### src/rtl/wpc_pkg.sv
package wpc_pkg;

    localparam int BP_W = 2;

    typedef enum logic [0:0] {
        PROG_ARRAY  = 1'b0,
        PROG_STATUS = 1'b1
    } prog_kind_e;

    function automatic logic [7:0] pack_status(input logic [BP_W-1:0] bp,
                                               input logic wel,
                                               input logic wip);
        return {4'b1111, bp, wel, wip};
    endfunction

endpackage

### src/rtl/wpc_protect_map.sv
module wpc_protect_map #(
    parameter int PAGE_W = 6
) (
    input  logic [wpc_pkg::BP_W-1:0] bp_i,
    input  logic [PAGE_W-1:0]        page_i,
    output logic                     prot_o
);
    import wpc_pkg::*;

    logic [1:0] hi_quarter;
    logic [1:0] first_quarter;

    // Highest quarter of the address space touched by the page
    generate
        if (PAGE_W >= 2) begin : g_small_page
            assign hi_quarter = page_i[PAGE_W-1 -: 2];
        end else if (PAGE_W == 1) begin : g_half_page
            assign hi_quarter = {page_i[0], 1'b1};
        end else begin : g_whole_page
            assign hi_quarter = 2'b11;
        end
    endgenerate

    always_comb begin
        unique case (bp_i)
            2'b01:   first_quarter = 2'd3;
            2'b10:   first_quarter = 2'd2;
            default: first_quarter = 2'd0;
        endcase
    end

    assign prot_o = (bp_i != 2'b00) && (hi_quarter >= first_quarter);

    always_comb begin
        if (bp_i == 2'b11) begin
            AST_FULL_CODE_GUARDS_ALL: assert (prot_o);
        end
        if (bp_i == 2'b00) begin
            AST_ZERO_CODE_GUARDS_NONE: assert (!prot_o);
        end
    end

endmodule

### src/rtl/wpc_cmd_gate.sv
module wpc_cmd_gate (
    input  logic clk,
    input  logic rst_n,
    input  logic sr_commit_i,
    input  logic pg_commit_i,
    input  logic wel_i,
    input  logic busy_i,
    input  logic wp_n_i,
    input  logic prot_i,
    output logic acc_sr_o,
    output logic acc_pg_o,
    output logic reject_o
);
    logic any_commit;
    logic allow;

    always_comb begin
        any_commit = sr_commit_i | pg_commit_i;
        allow      = wel_i & ~busy_i & wp_n_i;
        acc_sr_o   = sr_commit_i & allow;
        acc_pg_o   = pg_commit_i & ~sr_commit_i & allow & ~prot_i;
        reject_o   = any_commit & ~(acc_sr_o | acc_pg_o);
    end

    AST_GATE_EXCLUSIVE: assert property (@(posedge clk) disable iff (!rst_n)
        $onehot0({acc_sr_o, acc_pg_o, reject_o}));

    AST_STATUS_BEATS_PAGE: assert property (@(posedge clk) disable iff (!rst_n)
        (sr_commit_i && pg_commit_i) |-> !acc_pg_o);

endmodule

### src/rtl/wpc_prog_timer.sv
module wpc_prog_timer #(
    parameter int PROG_CYCLES = 20
) (
    input  logic clk,
    input  logic rst_n,
    input  logic start_i,
    output logic busy_o,
    output logic done_o
);
    localparam int CNT_W = (PROG_CYCLES < 2) ? 1 : $clog2(PROG_CYCLES);
    localparam logic [CNT_W-1:0] LOAD = CNT_W'(PROG_CYCLES - 1);

    typedef struct packed {
        logic             busy;
        logic [CNT_W-1:0] cnt;
    } tmr_t;

    tmr_t tmr_d, tmr_q;

    assign busy_o = tmr_q.busy;
    assign done_o = tmr_q.busy && (tmr_q.cnt == '0);

    always_comb begin
        tmr_d = tmr_q;
        if (tmr_q.busy) begin
            if (tmr_q.cnt == '0) begin
                tmr_d.busy = 1'b0;
            end else begin
                tmr_d.cnt = tmr_q.cnt - 1'b1;
            end
        end else if (start_i) begin
            tmr_d.busy = 1'b1;
            tmr_d.cnt  = LOAD;
        end
    end

    always_ff @(posedge clk or negedge rst_n) begin
        if (!rst_n) begin
            tmr_q <= '0;
        end else begin
            tmr_q <= tmr_d;
        end
    end

    AST_DONE_ONLY_WHEN_BUSY: assert property (@(posedge clk) disable iff (!rst_n)
        done_o |-> busy_o);

    AST_START_RAISES_BUSY: assert property (@(posedge clk) disable iff (!rst_n)
        (start_i && !busy_o) |=> busy_o);

    AST_DONE_DROPS_BUSY: assert property (@(posedge clk) disable iff (!rst_n)
        done_o |=> !busy_o);

endmodule

### src/rtl/wpc_top.sv
module wpc_top #(
    parameter int         ADDR_W          = 10,
    parameter int         PAGE_BYTES_LOG2 = 4,
    parameter int         PROG_CYCLES     = 20,
    parameter logic [1:0] BP_INIT         = 2'b00,
    localparam int        PAGE_W          = ADDR_W - PAGE_BYTES_LOG2
) (
    input  logic              clk,
    input  logic              rst_n,
    input  logic              wen_set_i,
    input  logic              wen_clr_i,
    input  logic              sr_commit_i,
    input  logic [1:0]        sr_bp_i,
    input  logic              pg_commit_i,
    input  logic [PAGE_W-1:0] pg_page_i,
    input  logic              wp_n_i,
    output logic [7:0]        status_o,
    output logic              busy_o,
    output logic              arr_wr_o,
    output logic [PAGE_W-1:0] arr_page_o
);
    import wpc_pkg::*;

    typedef struct packed {
        logic              wel;
        logic [BP_W-1:0]   bp;
        logic [BP_W-1:0]   bp_pend;
        prog_kind_e        kind;
        logic              stb;
        logic [PAGE_W-1:0] page;
    } ctrl_t;

    ctrl_t ctl_d, ctl_q;

    logic busy;
    logic done;
    logic prot;
    logic acc_sr;
    logic acc_pg;
    logic rej;
    logic start;

    wpc_protect_map #(.PAGE_W(PAGE_W)) u_map (
        .bp_i   (ctl_q.bp),
        .page_i (pg_page_i),
        .prot_o (prot)
    );

    wpc_cmd_gate u_gate (
        .clk         (clk),
        .rst_n       (rst_n),
        .sr_commit_i (sr_commit_i),
        .pg_commit_i (pg_commit_i),
        .wel_i       (ctl_q.wel),
        .busy_i      (busy),
        .wp_n_i      (wp_n_i),
        .prot_i      (prot),
        .acc_sr_o    (acc_sr),
        .acc_pg_o    (acc_pg),
        .reject_o    (rej)
    );

    assign start = acc_sr | acc_pg;

    wpc_prog_timer #(.PROG_CYCLES(PROG_CYCLES)) u_timer (
        .clk     (clk),
        .rst_n   (rst_n),
        .start_i (start),
        .busy_o  (busy),
        .done_o  (done)
    );

    always_comb begin
        ctl_d     = ctl_q;
        ctl_d.stb = 1'b0;
        if (done) begin
            ctl_d.wel = 1'b0;
            if (ctl_q.kind == PROG_STATUS) begin
                ctl_d.bp = ctl_q.bp_pend;
            end
        end
        if (acc_sr) begin
            ctl_d.kind    = PROG_STATUS;
            ctl_d.bp_pend = sr_bp_i;
        end else if (acc_pg) begin
            ctl_d.kind = PROG_ARRAY;
            ctl_d.stb  = 1'b1;
            ctl_d.page = pg_page_i;
        end else if (rej) begin
            ctl_d.wel = 1'b0;
        end else if (!busy) begin
            if (wen_clr_i) begin
                ctl_d.wel = 1'b0;
            end else if (wen_set_i) begin
                ctl_d.wel = 1'b1;
            end
        end
    end

    always_ff @(posedge clk or negedge rst_n) begin
        if (!rst_n) begin
            ctl_q         <= '0;
            ctl_q.bp      <= BP_INIT;
            ctl_q.bp_pend <= BP_INIT;
            ctl_q.kind    <= PROG_ARRAY;
        end else begin
            ctl_q <= ctl_d;
        end
    end

    assign status_o   = pack_status(ctl_q.bp, ctl_q.wel, busy);
    assign busy_o     = busy;
    assign arr_wr_o   = ctl_q.stb;
    assign arr_page_o = ctl_q.page;

    AST_STROBE_INSIDE_BUSY: assert property (@(posedge clk) disable iff (!rst_n)
        arr_wr_o |-> busy_o);

    AST_STROBE_SINGLE: assert property (@(posedge clk) disable iff (!rst_n)
        arr_wr_o |=> !arr_wr_o);

    AST_NO_WEL_NO_START: assert property (@(posedge clk) disable iff (!rst_n)
        ((sr_commit_i || pg_commit_i) && !ctl_q.wel && !busy_o) |=> !busy_o);

    AST_WP_BLOCKS_START: assert property (@(posedge clk) disable iff (!rst_n)
        ((sr_commit_i || pg_commit_i) && !wp_n_i && !busy_o) |=> !busy_o);

    AST_REJECT_DROPS_WEL: assert property (@(posedge clk) disable iff (!rst_n)
        rej |=> !status_o[1]);

    AST_BP_HELD_WHILE_BUSY: assert property (@(posedge clk) disable iff (!rst_n)
        ($past(busy_o) && busy_o) |-> $stable(status_o[3:2]));

    AST_WEL_LOW_AFTER_PROG: assert property (@(posedge clk) disable iff (!rst_n)
        $fell(busy_o) |-> !status_o[1]);

    AST_PAGE_HELD_WHEN_IDLE: assert property (@(posedge clk) disable iff (!rst_n)
        !arr_wr_o |-> $stable(arr_page_o));

endmodule

### config.mk
export PLATFORM = sky130hd
export DESIGN_NAME = wpc_top
export DESIGN_NICKNAME = d
export VERILOG_FILES = /design/src/rtl/wpc_pkg.sv /design/src/rtl/wpc_protect_map.sv /design/src/rtl/wpc_cmd_gate.sv /design/src/rtl/wpc_prog_timer.sv /design/src/rtl/wpc_top.sv
export SDC_FILE = /design/constraint.sdc
export NUM_CORES = 1
export LEC_CHECK = 0
export BUFFER_PORTS_ARGS = -buffer_cell sky130_fd_sc_hd__buf_2
export CORE_MARGIN = 1.5
export CORE_UTILIZATION = 51
export CTS_CLUSTER_SIZE = 30
export DETAILED_ROUTE_END_ITERATION = 10
export GPL_TIMING_DRIVEN = 1
export PLACE_DENSITY_LB_ADDON = 0.25
export SLEW_MARGIN = 20
export SYNTH_ARGS = -nofsm -noshare
export SYNTH_HDL_FRONTEND = slang
export SYNTH_HIERARCHICAL = 1
export SYNTH_SLANG_ARGS = --single-unit
### constraint.sdc
create_clock -name clk -period 2.8 [get_ports clk]
set_input_delay 0.42 -clock clk [delete_from_list [all_inputs] [get_ports clk]]
set_output_delay 0.42 -clock clk [all_outputs]
set_load 0.1 [all_outputs]
# After elaboration in Yosys (flattened, before gate mapping)
# Cells that the tools add are included.
# word_totals
regBits	19
inputBits	15
out_inout_bits	16
elab_cells	52
# classes
addsub	1
n_lt_le_gt_ge	1
n_eq_ne	3
n_mux	16
bitwise_logic	14
n_reduce_logical	9
# ops
operator	n
6-bit 2-to-1 mux	2
1-bit 2-to-1 mux	8
8-bit 2-to-1 mux	1
1-bit bitwise AND	7
7-bit 2-to-1 mux	1
2-bit AND reduction	3
2-bit nonzero test	3
5-bit zero test	1
5-bit 2-to-1 mux	1
1-bit NOT	5
5-bit by 1-bit subtractor with 5-bit output, second input constant	1
2-bit case mux with 2 select lines	1
3-bit 2-to-1 mux	1
2-bit by 1-bit == test with 1-bit output, second input constant	1
2-bit == test, second input constant	1
2-bit greater-or-equal comparator	1
1-bit logical AND	2
2-bit 2-to-1 mux	1
2-bit inequality test, second input constant	1
1-bit OR	2

# Depth between registers and ports, before layout
# depth
word_depth	12
mapped_depth	11
depth_no_buf	11

# By module
# The synthesis kept the hierarchy.
# modules_own_cells
module	n_inst	cells_each	area_per_inst_um2	seq_area_each_um2
wpc_top	1	49	624.3	325.3
wpc_prog_timer	1	31	347.8	150.1
wpc_protect_map	1	11	91.3	0.0
wpc_cmd_gate	1	6	58.8	0.0

# Worst setup path before layout
# Ideal clock, no wire load.
# synth_timing
path_kind	register -> register
from	reg ctl_q (netlist bit status_o[2])
to	reg ctl_q (netlist bit arr_page_o[0])
setup_ps	125
t_arrival_ps	2116
required_ps	2675
slack_ps	559
path_stages_with_launch	11
path_buffers	0
synth_period_minus_slack_ps	2241
cell_sequence	dfrtp_1 inv_1 ha_1 inv_1 ha_1 nor2_1 nor3_2 nor4b_2 inv_1 nor2_4 mux2_2
# synth_via
elab_chain_cells	7
elab_cells_between_ends	9
classes_between	order compare (1); eq/ne (2); mux (1); bitwise (2); reduce/logical (3)
# synth_lines
item	line_no	text
start, declared	wpc_top.sv:33	ctrl_t ctl_d, ctl_q;
start signal, assigned	wpc_top.sv:107	ctl_q <= ctl_d;
2-bit == test / 2-bit by 1-bit == test with 1-bit output (equally long branches)	wpc_protect_map.sv:25	unique case (bp_i)
2-bit case mux with 2 select lines	wpc_protect_map.sv:25	
2-bit greater-or-equal comparator	wpc_protect_map.sv:32	assign prot_o = (bp_i != 2'b00) && (hi_quarter >= first_quarter);
1-bit logical AND *	wpc_protect_map.sv:32	
via prot	wpc_top.sv:37	logic prot;
1-bit NOT *	wpc_cmd_gate.sv:21	acc_pg_o = pg_commit_i & ~sr_commit_i & allow & ~prot_i;
1-bit bitwise AND *	wpc_cmd_gate.sv:21	
via acc_pg	wpc_top.sv:39	logic acc_pg;
2-bit AND reduction (no line) *	n/a	
# Mark *: on every way through the listed nets, which the timed path passes. The rest lies on a longest branch.
# A chain may end at the register's enable or synchronous reset.

# Final worst setup path
# layout_timing
from	reg ctl_q (netlist bit status_o[2])
to	reg ctl_q (netlist bit arr_page_o[2])
# The elaborated chain is that of the path after synthesis.

==> impl_metrics.ini <==
[timing]
skew_ns = 0.00215
final_max_slew_viol_count = 0
rsz0062_at_grt = no
setup_ws_ns = 0.378
clock.fmax_ghz = 0.413
setup_tns_ns = 0
fin_crit_ns = 2.42
hold_viol_final = 0
setup_violations = 0
fin_crit_sh = 0.865

[cells_and_area]
diodes = 0
layout.nets = 138
seq_area_sq_um = 475
drive_above_1_share = 0.457
fill_cells = 188
fin_cells = 143
layout_commonest_cell = buf_2
multi_input_area_sq_um = 515
area_growth_pct = 8.70
final_cell_mix = buf_2, dfrtp_1, mux2_2
final_util = 0.603

[clock_network]
cts_setup_buffers = 0
cts_tree = done
cts_buffers = 3
cts_buffer_depth = 2
post_cts_resized = 0
root_buffer = clkbuf_4
hold_buffers = 0
worstSkewPairLatency_ns = 0.30
htree_levels = 1
clk_pin_slew_worst_paths_ns = 0.11
cts.sinks = 19

[drt]
drtAntennaViolNets = 0
wl_um = 1670
dr_wl_met2_um = 846
top_layer = met3
routedLengthMet1_um = 725
drc = 0
dr.pass1.iters = 4
wl_per_cell_um = 11.7
viasPerCell = 4.86
wl_met3_um = 98
via_count = 695
drt_iter0_drc = 5

[yosys]
ys_seq_area_frac = 0.424
synth_cell_types = 32
ys_warn_count = 6
synth_area_sq_um = 1120
synth-main-ff-cell = dfrtp_1
synth-seq-cells = 19
synthCells = 97
syn_avg_cell_area_sq_um = 11.6
async_reset_ff_frac = 1.00
synth_edf_count = 0

[setup_path]
cp_data_required_time_ns = 2.99
r2r_start = status_o[2]
path_class = reg2reg
crit_start = status_o[2]
crit_path_end_kind = flop
cp.arrival_ns = 2.61
cp_max_fo = 7
startpoint_type = flop

[power_and_ir_drop]
finalPower_w = 0.00117
power_per_cell_area_nw_per_um2 = 961
peakVddDrop_mv = 0.584
p_leak_nw = 0.628

[grt]
antenna_found_initial = 0
grt_overflow = 0
grt_usage = 0.161
grt_pass1_wl_um = 3100
grt_max_degree = 20
grt_pass1_vias = 758

[floorplan]
rows = 16
coreArea_sq_um = 2020
ios = 31
dieArea_sq_um = 2490
initial_core_util = 0.555
die_h_um = 49.9
dieWidth_um = 49.9

[placed_design]
dp_hpwl_um = 1300
routabilityCongestion = 0.719
dp_slack_ns = 0.367
dp_cells = 139
io_buffers = 26

[run_status]
outcome = finished clean

[min_path]
min_path_type = in2async

[flow_run]
cap_violations = 0
## flip-flops by register name (all words and copies together) (netlist names)
signal / flops
u_timer/tmr_q: 5
u_timer/busy_o: 1
arr_wr_o: 1
arr_page_o: 6
status_o: 3
ctl_q: 3
## final timing paths
| kind | slack [ns] | cells past startpoint | end |
|---|---|---|---|
| max in group asynchronous | 2.48 | 1 | u_timer/tmr_q[0] |
| max | 0.38 | 10 | arr_page_o[2] |
| min | 0.03 | 1 | status_o[2] |
| min reg2reg | 0.50 | 1 | ctl_q[7] |
| max reg2reg | 0.38 | 10 | arr_page_o[2] |
| min in group clk | 0.29 | 2 | status_o[1] |
## layer usage
metal,vias to the layer above,global-route usage
met5,-,0
li1,349,-
met1,326,0.191
met2,20,0.284
met3,0,0.0636
met4,0,0.0139
## cell families (layout without fill, tap and decap cells)
kind of cell    count (synthesis)  in the layout  synth area share
buf+inv                        23             39             0.127
simple gates                   26             26             0.195
mux                            10             10             0.100
fa+ha+maj                       6              6            0.0669
xor+xnor                        1              1           0.00781
flops                          19             19             0.424
other cells                     1              4           0.00334
compound gates                 11             11            0.0758
## worst max-delay path, cell delays in order, from the launching register on
cell     delay (ns)
dfrtp_1        0.40
inv_1          0.05
ha_1           0.28
inv_1          0.04
ha_1           0.19
nor3b_2        0.19
nor3_2         0.07
nor4b_2        0.36
inv_1          0.15
nor2_4         0.23
mux2_2         0.36
## power by group
| part | total (W) | internal (W) | switching (W) | leakage (nW) |
|---|---|---|---|---|
| combinational | 0.000595 | 0.000168 | 0.000427 | 0.364 |
| clock | 0.000139 | 0.0000532 | 0.0000859 | 0.0177 |
| sequential | 0.000438 | 0.000356 | 0.0000828 | 0.246 |
## cell usage after synthesis (all sizes together) (2+ instances only)
cell    number  area, sq um
mux2        10          113
o21ai        4         20.0
nand3b       2         27.5
nand3        2         10.0
nor2b        5         31.3
nand2        2         7.51
nor4b        3         53.8
o31ai        2         20.0
nor2         5         26.3
ha           6         75.1
dfrtp       19          475
o22a         2         18.8
buf         15          113
inv          8         30.0
## through the flow
stage	hold slack (ns)	instance area, sq um
6_report	0.0333	1220
5_1_grt	0.0516	1220
4_1_cts	0.0417	1220
3_5_place_dp	0.379	1190
3_3_place_gp	0.380	1190
2_1_floorplan	0.124	1130
## cell type report
| class | count | area share |
|---|---|---|
| Multi-Input combinational cell | 58 | 0.423 |
| Tap cell | 27 | 0.0277 |
| Timing Repair Buffer | 27 | 0.113 |
| Inverter | 8 | 0.0246 |
| Clock buffer | 3 | 0.0185 |
| Sequential cell | 19 | 0.390 |
| Clock inverter | 1 | 0.00410 |
(Power assumes the default switching activity.)
